### src/rtl/acc_alu8_pkg.sv
package acc_alu8_pkg;
  typedef enum logic [1:0] {
    OP_ADD  = 2'b00,
    OP_SUB  = 2'b01,
    OP_BIT  = 2'b10,
    OP_NONE = 2'b11
  } alu_op_e;

  typedef struct packed {
    logic n;
    logic v;
    logic z;
    logic c;
  } alu_flags_t;
endpackage

### src/rtl/acc_alu8_core.sv
module acc_alu8_core
  import acc_alu8_pkg::*;
#(
  parameter int W = 8
) (
  input  alu_op_e        op,
  input  logic [W-1:0]   a,
  input  logic [W-1:0]   m,
  input  alu_flags_t     cur_f,
  output logic [W-1:0]   res,
  output alu_flags_t     nxt_f,
  output logic           wr
);
  localparam int XW = W + 1;

  logic [XW-1:0] sum_x;
  logic [XW-1:0] dif_x;
  logic [W-1:0]  sum_r;
  logic [W-1:0]  dif_r;

  assign sum_x = {1'b0, a} + {1'b0, m} + {{W{1'b0}}, cur_f.c};
  assign dif_x = {1'b0, a} - {1'b0, m} - {{W{1'b0}}, ~cur_f.c};
  assign sum_r = sum_x[W-1:0];
  assign dif_r = dif_x[W-1:0];

  always_comb begin
    res   = a;
    nxt_f = cur_f;
    wr    = 1'b0;
    unique case (op)
      OP_ADD: begin
        res     = sum_r;
        wr      = 1'b1;
        nxt_f.c = sum_x[W];
        nxt_f.v = (~(a[W-1] ^ m[W-1])) & (a[W-1] ^ sum_r[W-1]);
        nxt_f.n = sum_r[W-1];
        nxt_f.z = (sum_r == '0);
      end
      OP_SUB: begin
        res     = dif_r;
        wr      = 1'b1;
        nxt_f.c = ~dif_x[W];
        nxt_f.v = (a[W-1] ^ m[W-1]) & (a[W-1] ^ dif_r[W-1]);
        nxt_f.n = dif_r[W-1];
        nxt_f.z = (dif_r == '0);
      end
      OP_BIT: begin
        nxt_f.z = ((a & m) == '0);
        nxt_f.n = m[W-1];
        nxt_f.v = m[W-2];
      end
      default: begin
        nxt_f = cur_f;
      end
    endcase
  end
endmodule

### src/rtl/acc_alu8_state.sv
module acc_alu8_state
  import acc_alu8_pkg::*;
#(
  parameter int W = 8
) (
  input  logic         clk,
  input  logic         rst,
  input  logic         exec,
  input  logic [W-1:0] res_d,
  input  alu_flags_t   flags_d,
  input  logic         wr_d,
  output logic [W-1:0] res_q,
  output alu_flags_t   flags_q,
  output logic         we_q
);
  always_ff @(posedge clk) begin
    if (rst) begin
      res_q   <= '0;
      flags_q <= '0;
      we_q    <= 1'b0;
    end else begin
      we_q <= exec & wr_d;
      if (exec) begin
        flags_q <= flags_d;
        if (wr_d) res_q <= res_d;
      end
    end
  end
endmodule

### src/rtl/acc_alu8.sv
module acc_alu8
  import acc_alu8_pkg::*;
#(
  parameter int W = 8
) (
  input  logic         clk,
  input  logic         rst,
  input  logic         exec_i,
  input  logic [1:0]   op_i,
  input  logic [W-1:0] acc_i,
  input  logic [W-1:0] opnd_i,
  output logic [W-1:0] result_o,
  output logic         acc_we_o,
  output logic         flag_n_o,
  output logic         flag_v_o,
  output logic         flag_z_o,
  output logic         flag_c_o
);
  alu_flags_t   flags_q;
  alu_flags_t   flags_d;
  logic [W-1:0] res_d;
  logic         wr_d;

  acc_alu8_core #(.W(W)) u_core (
    .op    (alu_op_e'(op_i)),
    .a     (acc_i),
    .m     (opnd_i),
    .cur_f (flags_q),
    .res   (res_d),
    .nxt_f (flags_d),
    .wr    (wr_d)
  );

  acc_alu8_state #(.W(W)) u_state (
    .clk     (clk),
    .rst     (rst),
    .exec    (exec_i),
    .res_d   (res_d),
    .flags_d (flags_d),
    .wr_d    (wr_d),
    .res_q   (result_o),
    .flags_q (flags_q),
    .we_q    (acc_we_o)
  );

  assign flag_n_o = flags_q.n;
  assign flag_v_o = flags_q.v;
  assign flag_z_o = flags_q.z;
  assign flag_c_o = flags_q.c;

  a_r8_idle_hold: assert property (@(posedge clk) disable iff (rst)
    !exec_i |=> ($stable(flags_q) && $stable(result_o) && !acc_we_o));

  a_r7_bit_flags: assert property (@(posedge clk) disable iff (rst)
    (exec_i && op_i == 2'b10) |=> (flag_n_o == $past(opnd_i[W-1]) &&
      flag_v_o == $past(opnd_i[W-2]) && $stable(flag_c_o) &&
      $stable(result_o) && !acc_we_o));

  a_r9_reserved: assert property (@(posedge clk) disable iff (rst)
    (exec_i && op_i == 2'b11) |=> ($stable(flags_q) && $stable(result_o) && !acc_we_o));

  a_r6_nz_match: assert property (@(posedge clk) disable iff (rst)
    acc_we_o |-> (flag_n_o == result_o[W-1] && flag_z_o == (result_o == '0)));

  a_r10_we_pulse: assert property (@(posedge clk) disable iff (rst)
    (exec_i && !op_i[1]) |=> acc_we_o);
endmodule

### config.mk
export PLATFORM = sky130hd
export DESIGN_NAME = acc_alu8
export DESIGN_NICKNAME = d
export VERILOG_FILES = /design/src/rtl/acc_alu8_pkg.sv /design/src/rtl/acc_alu8_core.sv /design/src/rtl/acc_alu8_state.sv /design/src/rtl/acc_alu8.sv
export SDC_FILE = /design/constraint.sdc
export NUM_CORES = 1
export LEC_CHECK = 0
export BUFFER_PORTS_ARGS = -buffer_cell sky130_fd_sc_hd__buf_2
export CAP_MARGIN = 30
export CORE_MARGIN = 2
export CORE_UTILIZATION = 45
export DETAILED_ROUTE_END_ITERATION = 10
export HOLD_SLACK_MARGIN = 0.02
export PLACE_DENSITY = 0.75
export SYNTH_ARGS = -nofsm -noshare
export SYNTH_HDL_FRONTEND = slang
export SYNTH_HIERARCHICAL = 1
export SYNTH_SLANG_ARGS = --single-unit
### constraint.sdc
create_clock -name clk -period 5.6 [get_ports clk]
set_input_delay 0.84 -clock clk [delete_from_list [all_inputs] [get_ports clk]]
set_output_delay 0.84 -clock clk [all_outputs]
set_load 0.01 [all_outputs]
==> metrics.md, run 1 <==
| Metric | Value |
|---|---|
| Status | completed |
| Pwr dens | 192 nW/um^2 |
| Synth cell types | 49 |
| Max frequency | 0.303 GHz |
| Via Count | 1628 |
| Initial DRC count | 106 |
| Slew Viols, Final | 0 |
| Shortest period the worst path allows | 3300 ps |
| Avg Inst Size Synth | 7.89 um^2 |
| Setup ws final | 2300 ps |
| Skew final | 1.87 ps |
| Min-Delay Path Class | reg2reg |
| Routed vias/inst | 5.46 |
| Detailed Route WL | 4030 um |
| Slew @ Worst Pin | 652 ps |
| CTS H-tree lvls | 1 |
| Design area | 1960 um^2 |
| Largest net degree at the start of global routing | 23 |
| I/O pins | 34 |
| FP Rows | 22 |
| WL/cell | 13.5 um |
| CTS buffer count | 3 |
| Post-CTS setup buffers | 0 |
| Area growth syn-to-layout | 11.6% |
| GR met1 Demand/Resource | 0.240 |
| CTS tree | done |
| Clock transition at path regs | 60 ps |
| Crit-path most repeated cell | fa_1 |
| Worst Setup EP | u_state/res_q[6] |
| PortBufs | 33 |
| DRC errors left | 0 |
| WP data required | 5780 ps |
| Final HPWL DP | 3310 um |
| Share of layout cells above drive strength 1 | 0.168 |
| Initial core utilization | 0.474 |
| Synth top area cells | ha_1 (16%), dfxtp_1 (15%), inv_1 (7.0%) |
| Clock Latency Late Sink | 250 ps |
| Non-Filler Instances | 298 |
| Setup slack, reg-to-reg | 2650 ps |
| Cell type with the highest aggregate area in the netlist | ha_1 |
| Rel. slew slack | 0.565 |
| CP Cell Sequence | buf_2, inv_1, fa_1, fa_1, or2_1, a221oi_1, mux2i_1, o2111a_1, nand2_1, a22oi_1, nand3_1, a21oi_1 |
| First-pass GRT wire length | 6580 um |
| Worst IR Drop VDD | 0.147 mV |
| Post-CTS Resized | 0 |
| Register bit total from synthesis | 13 |
| Seq/Total Area, Yosys | 0.148 |
| Clock Path Buffers | 2 |
| Dominant synthesized flop cell | dfxtp_1 |
| Startpoint Class | primary input |
| Most frequent cell after synthesis | inv_1 |
| Met3 usage | 0.0304 |
| Lkg Pwr | 0.000939 uW |
| Post-Syn Nets | 270 |
| Mapped cell area | 1760 um^2 |
| Fin crit share | 0.590 |
| Reg2reg end | u_state/res_q[6] |
| Final ANT Viol Nets | 0 |
| Die Span Y | 66.5 um |
| Commonest cells post-synth | inv_1 (33), ha_1 (22), nor2_1 (18), a21oi_1 (15), nand2_1 (15) |
| Buf/Inv on CP | 2 |
| Die footprint | 4430 um^2 |
| Crit-path slowest cell | fa_1 |
| Routability congestion estimate | 0.884 |
| Post-synth EDFFs | 0 |
| CTS sink count | 13 |
| Crit Path Class | in2reg |
| RSZ-0062 raised after global routing | false |
| Worst path depth | 12 |
| Most used routing layer | met2 |
| Post-synth top area share | 0.156 |
| R2R depth | 11 |
| CP Launch Point | acc_i[0] |
| Core area | 3720 um^2 |
| Initial antenna violation count | 0 |
| DP Cell Count | 294 |
| Crit-path max cell delay | 460 ps |
| Max cap viols | 0 |
| R2R Path Start | u_state/flags_q[0] |
| Endpoints failing setup | 0 |
| Nets | 298 |
| GR Layer Usage met2 | 0.346 |
| Post-CTS Hold Buffers | 0 |
| N_diodes | 0 |
| Final Hold Fails | 0 |
| Post-synth ARST share | 0 |
| Worst path arrival time | 3480 ps |
| Die X | 66.5 um |
| Root Buffer | clkbuf_8 |
| First-pass DRT Iterations | 4 |
| Worst Hold Launch | u_state/flags_q[2] |
| GR Overflow Total | 0 |
| Setup_tns | 0 ps |
| Cell Area, Placed | 1920 um^2 |
| Cells after Synth | 223 |
| Vias in the first global route | 1466 |
| Yosys warning total | 6 |
| CP top delay family | compound AO/OA/AOI/OAI gates |
| CP Max Fanout | 3 |
| Tot GR Track Use | 0.190 |
| Setup WS pre-CTS | 2060 ps |
| CP Capture Type | flip-flop |
## report_power, final
| group | leakage (uW) | internal (uW) | total, uW | switching, uW |
|---|---|---|---|---|
| clock | 0.0000255 | 49.2 | 84.3 | 35.1 |
| sequential | 0.000106 | 98.6 | 102 | 3.08 |
| combinational | 0.000807 | 82.3 | 192 | 110 |
## layer usage
metal	up-vias	share of wire
met5	-	0
met4	0	0.0045
met3	4	0.037
met2	28	0.52
met1	774	0.44
li1	822	-
## registers in the layout, summed over array words and instances (netlist names)
| name | count |
|---|---|
| u_state/we_q | 1 |
| u_state/res_q | 8 |
| u_state/flags_q | 4 |
## placed cells by master, fill, tap and decap left out, types with 8 or more instances in the layout
| master | count |
|---|---|
| a21bo_1 | 8 |
| a21oi_1 | 15 |
| buf_2 | 33 |
| dfxtp_1 | 13 |
| ha_1 | 22 |
| inv_1 | 33 |
| mux2i_1 | 11 |
| nand2_1 | 15 |
| nand3_1 | 10 |
| nor2_1 | 18 |
| o21ai_0 | 9 |
| xnor2_1 | 10 |
## worst reg2reg max path, delay by kind of cell (launching register included)
family | cells | cell delay (ps)
buffers and inverters | 1 | 110
adder cells (fa/ha/maj) | 2 | 840
flip-flops | 1 | 350
AND/OR/NAND/NOR | 3 | 430
multiplexers | 1 | 230
AO/OA/AOI/OAI | 4 | 910
## worst min-delay path by stage
stage	endpoint	slack, ps	cells past startpoint
final	u_state/flags_q[2]	530	2
after global routing	u_state/flags_q[3]	570	2
after CTS	u_state/flags_q[0]	530	2
after detailed placement	u_state/flags_q[0]	520	2
after global placement	u_state/flags_q[3]	510	2
after floorplan	u_state/flags_q[3]	540	2
## metrics by stage
step | hold WS, ps | power, uW | util
floorplan | 539 | 249 | -
global placement | 514 | 290 | 0.516
detailed placement | 517 | 294 | 0.516
CTS | 533 | 379 | 0.529
global route | 565 | 407 | 0.529
finish | 531 | 378 | 0.529
## cell families (layout without fill, tap and decap cells)
kind of cell | count (synthesis) | after routing | share of synthesized area
AND/OR/NAND/NOR | 59 | 59 | 0.156
AO/OA/AOI/OAI | 56 | 56 | 0.241
buffers and inverters | 44 | 71 | 0.111
adder cells (fa/ha/maj) | 26 | 26 | 0.202
XOR/XNOR | 13 | 13 | 0.0647
flip-flops | 13 | 13 | 0.148
multiplexers | 12 | 12 | 0.0775
## layout make-up
class | count | area (um^2)
Fill cell | 384 | 1750
Multi-Input combinational cell | 166 | 1310
Sequential cell | 13 | 260
Timing Repair Buffer | 33 | 165
Inverter | 34 | 128
Tap cell | 48 | 60.1
Clock buffer | 3 | 41.3
Clock inverter | 1 | 5.00
(Power assumes the default switching activity.)
==> inputs of run 2 (changes only) <==
ABC_AREA = 1   (was unset)
clock period = 3.15 ns   (was 5.6 ns; I/O delays follow)
==> run 2 against run 1 <==
Against the previous run: cell area grew 5.7%; critical path depth grew 4; utilization is 0.59 points lower; largest cell class unchanged; non-clock buffer count unchanged; synthesized cell count is 36% higher; die area grew 3.7%; flip-flop and latch count did not move; setup slack got worse by 1500 ps.
==> metrics.md, run 2 <==
| Metric | Value |
|---|---|
| Status | completed |
| CP Capture Type | flip-flop |
| Largest net degree at the start of global routing | 18 |
| Post-synth EDFFs | 0 |
| Most common cell after layout, fill and taps aside | nand2_1 |
| Tot GR Track Use | 0.210 |
| CTS tree | done |
| Max frequency | 0.423 GHz |
| PortBufs | 33 |
| Nets | 386 |
| Synth cell types | 32 |
| WL/cell | 11.6 um |
| Rel. slew slack | 0.740 |
| Root Buffer | clkbuf_8 |
| Detailed Route WL | 4500 um |
| Register bit total from synthesis | 13 |
| CTS H-tree lvls | 1 |
| Layout fillers | 415 |
| FF/Latch Area | 260 um^2 |
| Biggest register | u_state/res_q |
| Core area | 3970 um^2 |
| Final ANT Viol Nets | 0 |
| Setup WS pre-CTS | 580 ps |
| Mapped cell area | 1830 um^2 |
| Share of layout cells above drive strength 1 | 0.178 |
| First-pass DRT Iterations | 4 |
| Post-synth top area share | 0.178 |
| Post-CTS Resized | 0 |
| Worst path arrival time | 2500 ps |
| Max cap viols | 0 |
| Lkg Pwr | 0.00122 uW |
| Cell type with the highest aggregate area in the netlist | nand2_1 |
| First-pass GRT wire length | 7390 um |
| Setup ws final | 785 ps |
| Initial core utilization | 0.461 |
| Die X | 67.8 um |
| CP Cell Sequence | inv_1, fa_1, inv_1, ha_1, o21ai_0, nand2_1, nand3_1, nand2_1, nand2_1, nand2_1, nand3_1, nand3_1, nand2_1, inv_1, nor2_1, nor2_1 |
| Clock Latency Late Sink | 240 ps |
| Pwr dens | 330 nW/um^2 |
| DRC errors left | 0 |
| Setup slack, reg-to-reg | 780 ps |
| Yosys warning total | 6 |
| Post-CTS setup buffers | 0 |
| Shortest period the worst path allows | 2370 ps |
| Fin crit share | 0.751 |
| CTS sink count | 13 |
| Worst IR Drop VDD | 0.147 mV |
| CP Max Fanout | 4 |
| Die Span Y | 67.8 um |
| Routed vias/inst | 5.01 |
| Commonest cells post-synth | nand2_1 (87), inv_1 (53), nor2_1 (36), nand3_1 (25), ha_1 (22) |
| Clock transition at path regs | 50 ps |
| Crit-path most repeated cell | nand2_1 |
| RSZ-0062 raised after global routing | false |
| DP Cell Count | 384 |
| I/O pins | 34 |
| Avg Inst Size Synth | 6.02 um^2 |
| Vias in the first global route | 1728 |
| WP data required | 3290 ps |
| Startpoint Class | flip-flop |
| Crit-path slowest cell | fa_1 |
| Crit-path max cell delay | 570 ps |
| Routability congestion estimate | 0.881 |
| Final HPWL DP | 3800 um |
| Total power | 684 uW |
| Final Hold Fails | 0 |
| Regs by FF count | u_state/res_q x8, u_state/flags_q x4, u_state/we_q x1 |
| Via Count | 1943 |
| Multi-input logic area | 1320 um^2 |
| Min-Delay Path Class | in2reg |
| Post-synth ARST share | 0 |
| Most frequent cell after synthesis | nand2_1 |
| Slew Viols, Final | 0 |
| N_diodes | 0 |
| Seq/Total Area, Yosys | 0.142 |
| Most frequent cells in the layout | nand2_1 (87), inv_1 (53), nor2_1 (36) |
| Non-Filler Instances | 388 |
| Skew final | 0.579 ps |
| Final design utilization | 0.523 |
| Crit Path Class | reg2reg |
| Cells after Synth | 304 |
| CTS buffer count | 3 |
| Dominant synthesized flop cell | dfxtp_1 |
| Die footprint | 4590 um^2 |
| Setup_tns | 0 ps |
| Post-CTS Hold Buffers | 0 |
| Clock Path Buffers | 2 |
| GR Overflow Total | 0 |
| FP Rows | 23 |
| Initial antenna violation count | 0 |
| Slew @ Worst Pin | 389 ps |
| Post-Syn Nets | 351 |
| Synth top area cells | nand2_1 (18%), ha_1 (15%), dfxtp_1 (14%) |
| Max FFs per register | 8 |
| Area growth syn-to-layout | 13.4% |
| Initial DRC count | 146 |
| Endpoints failing setup | 0 |
run 2: changes by cell type in the layout (fill, tap and decap cells not counted), moves of 4 or more:
cell      change
a21bo_1       -8
a21oi_1       -9
inv_1        +20
inv_2         +7
mux2i_1      -11
nand2_1      +72
nand2_2       +5
nand2b_1      -4
nand3_1      +15
nor2_1       +18
nor2_2        +5
o221ai_1      +5
xnor2_1       -9
run 2: kinds of logic (layout without fill, tap and decap cells):
group	Yosys count	in the layout	synth area share
simple gates	171	171	0.409
buf+inv	63	97	0.138
fa+ha+maj	26	26	0.194
compound gates	26	26	0.0930
flops	13	13	0.142
xor+xnor	5	5	0.0239
run 2: worst paths after layout:
check,endpoint,cells past startpoint,from
worst max-delay path,u_state/flags_q[1],16,u_state/flags_q[0]
worst min-delay path,u_state/we_q,2,rst
worst max register to register,u_state/flags_q[1],16,u_state/flags_q[0]
worst min register to register,u_state/res_q[0],4,u_state/res_q[0]
run 2: cell type report:
type	instances	area share
clock buffer	4	0.0217
inverter	60	0.108
multi-input combinational	228	0.635
sequential	13	0.125
tap	50	0.0301
timing repair buffer	33	0.0796
run 2: stage by stage:
step	area [um^2]	hold slack, ps
finish	2080	394
detailed placement	2030	496
CTS	2080	394
global route	2080	391
floorplan	1830	533
global placement	2030	496
run 2: power breakdown:
group	internal, uW	switching, uW	total [uW]
registers	177	6.41	183
logic	130	222	351
clock network	89.5	60.3	150
run 2: per-layer routing:
metal | track usage | share of wire
met3 | 0.0350 | 0.055
met1 | 0.274 | 0.45
met5 | 0 | 0
met2 | 0.357 | 0.47
met4 | 0.0550 | 0.023
run 2: critical path, delay by kind of cell, from the launching register on:
kind / cells / cell delay [ps]
AOI/OAI and AO/OA: 1 / 150
buffers and inverters: 3 / 210
adders and majority gates: 2 / 750
DFF: 1 / 380
and+or+nand+nor: 10 / 770
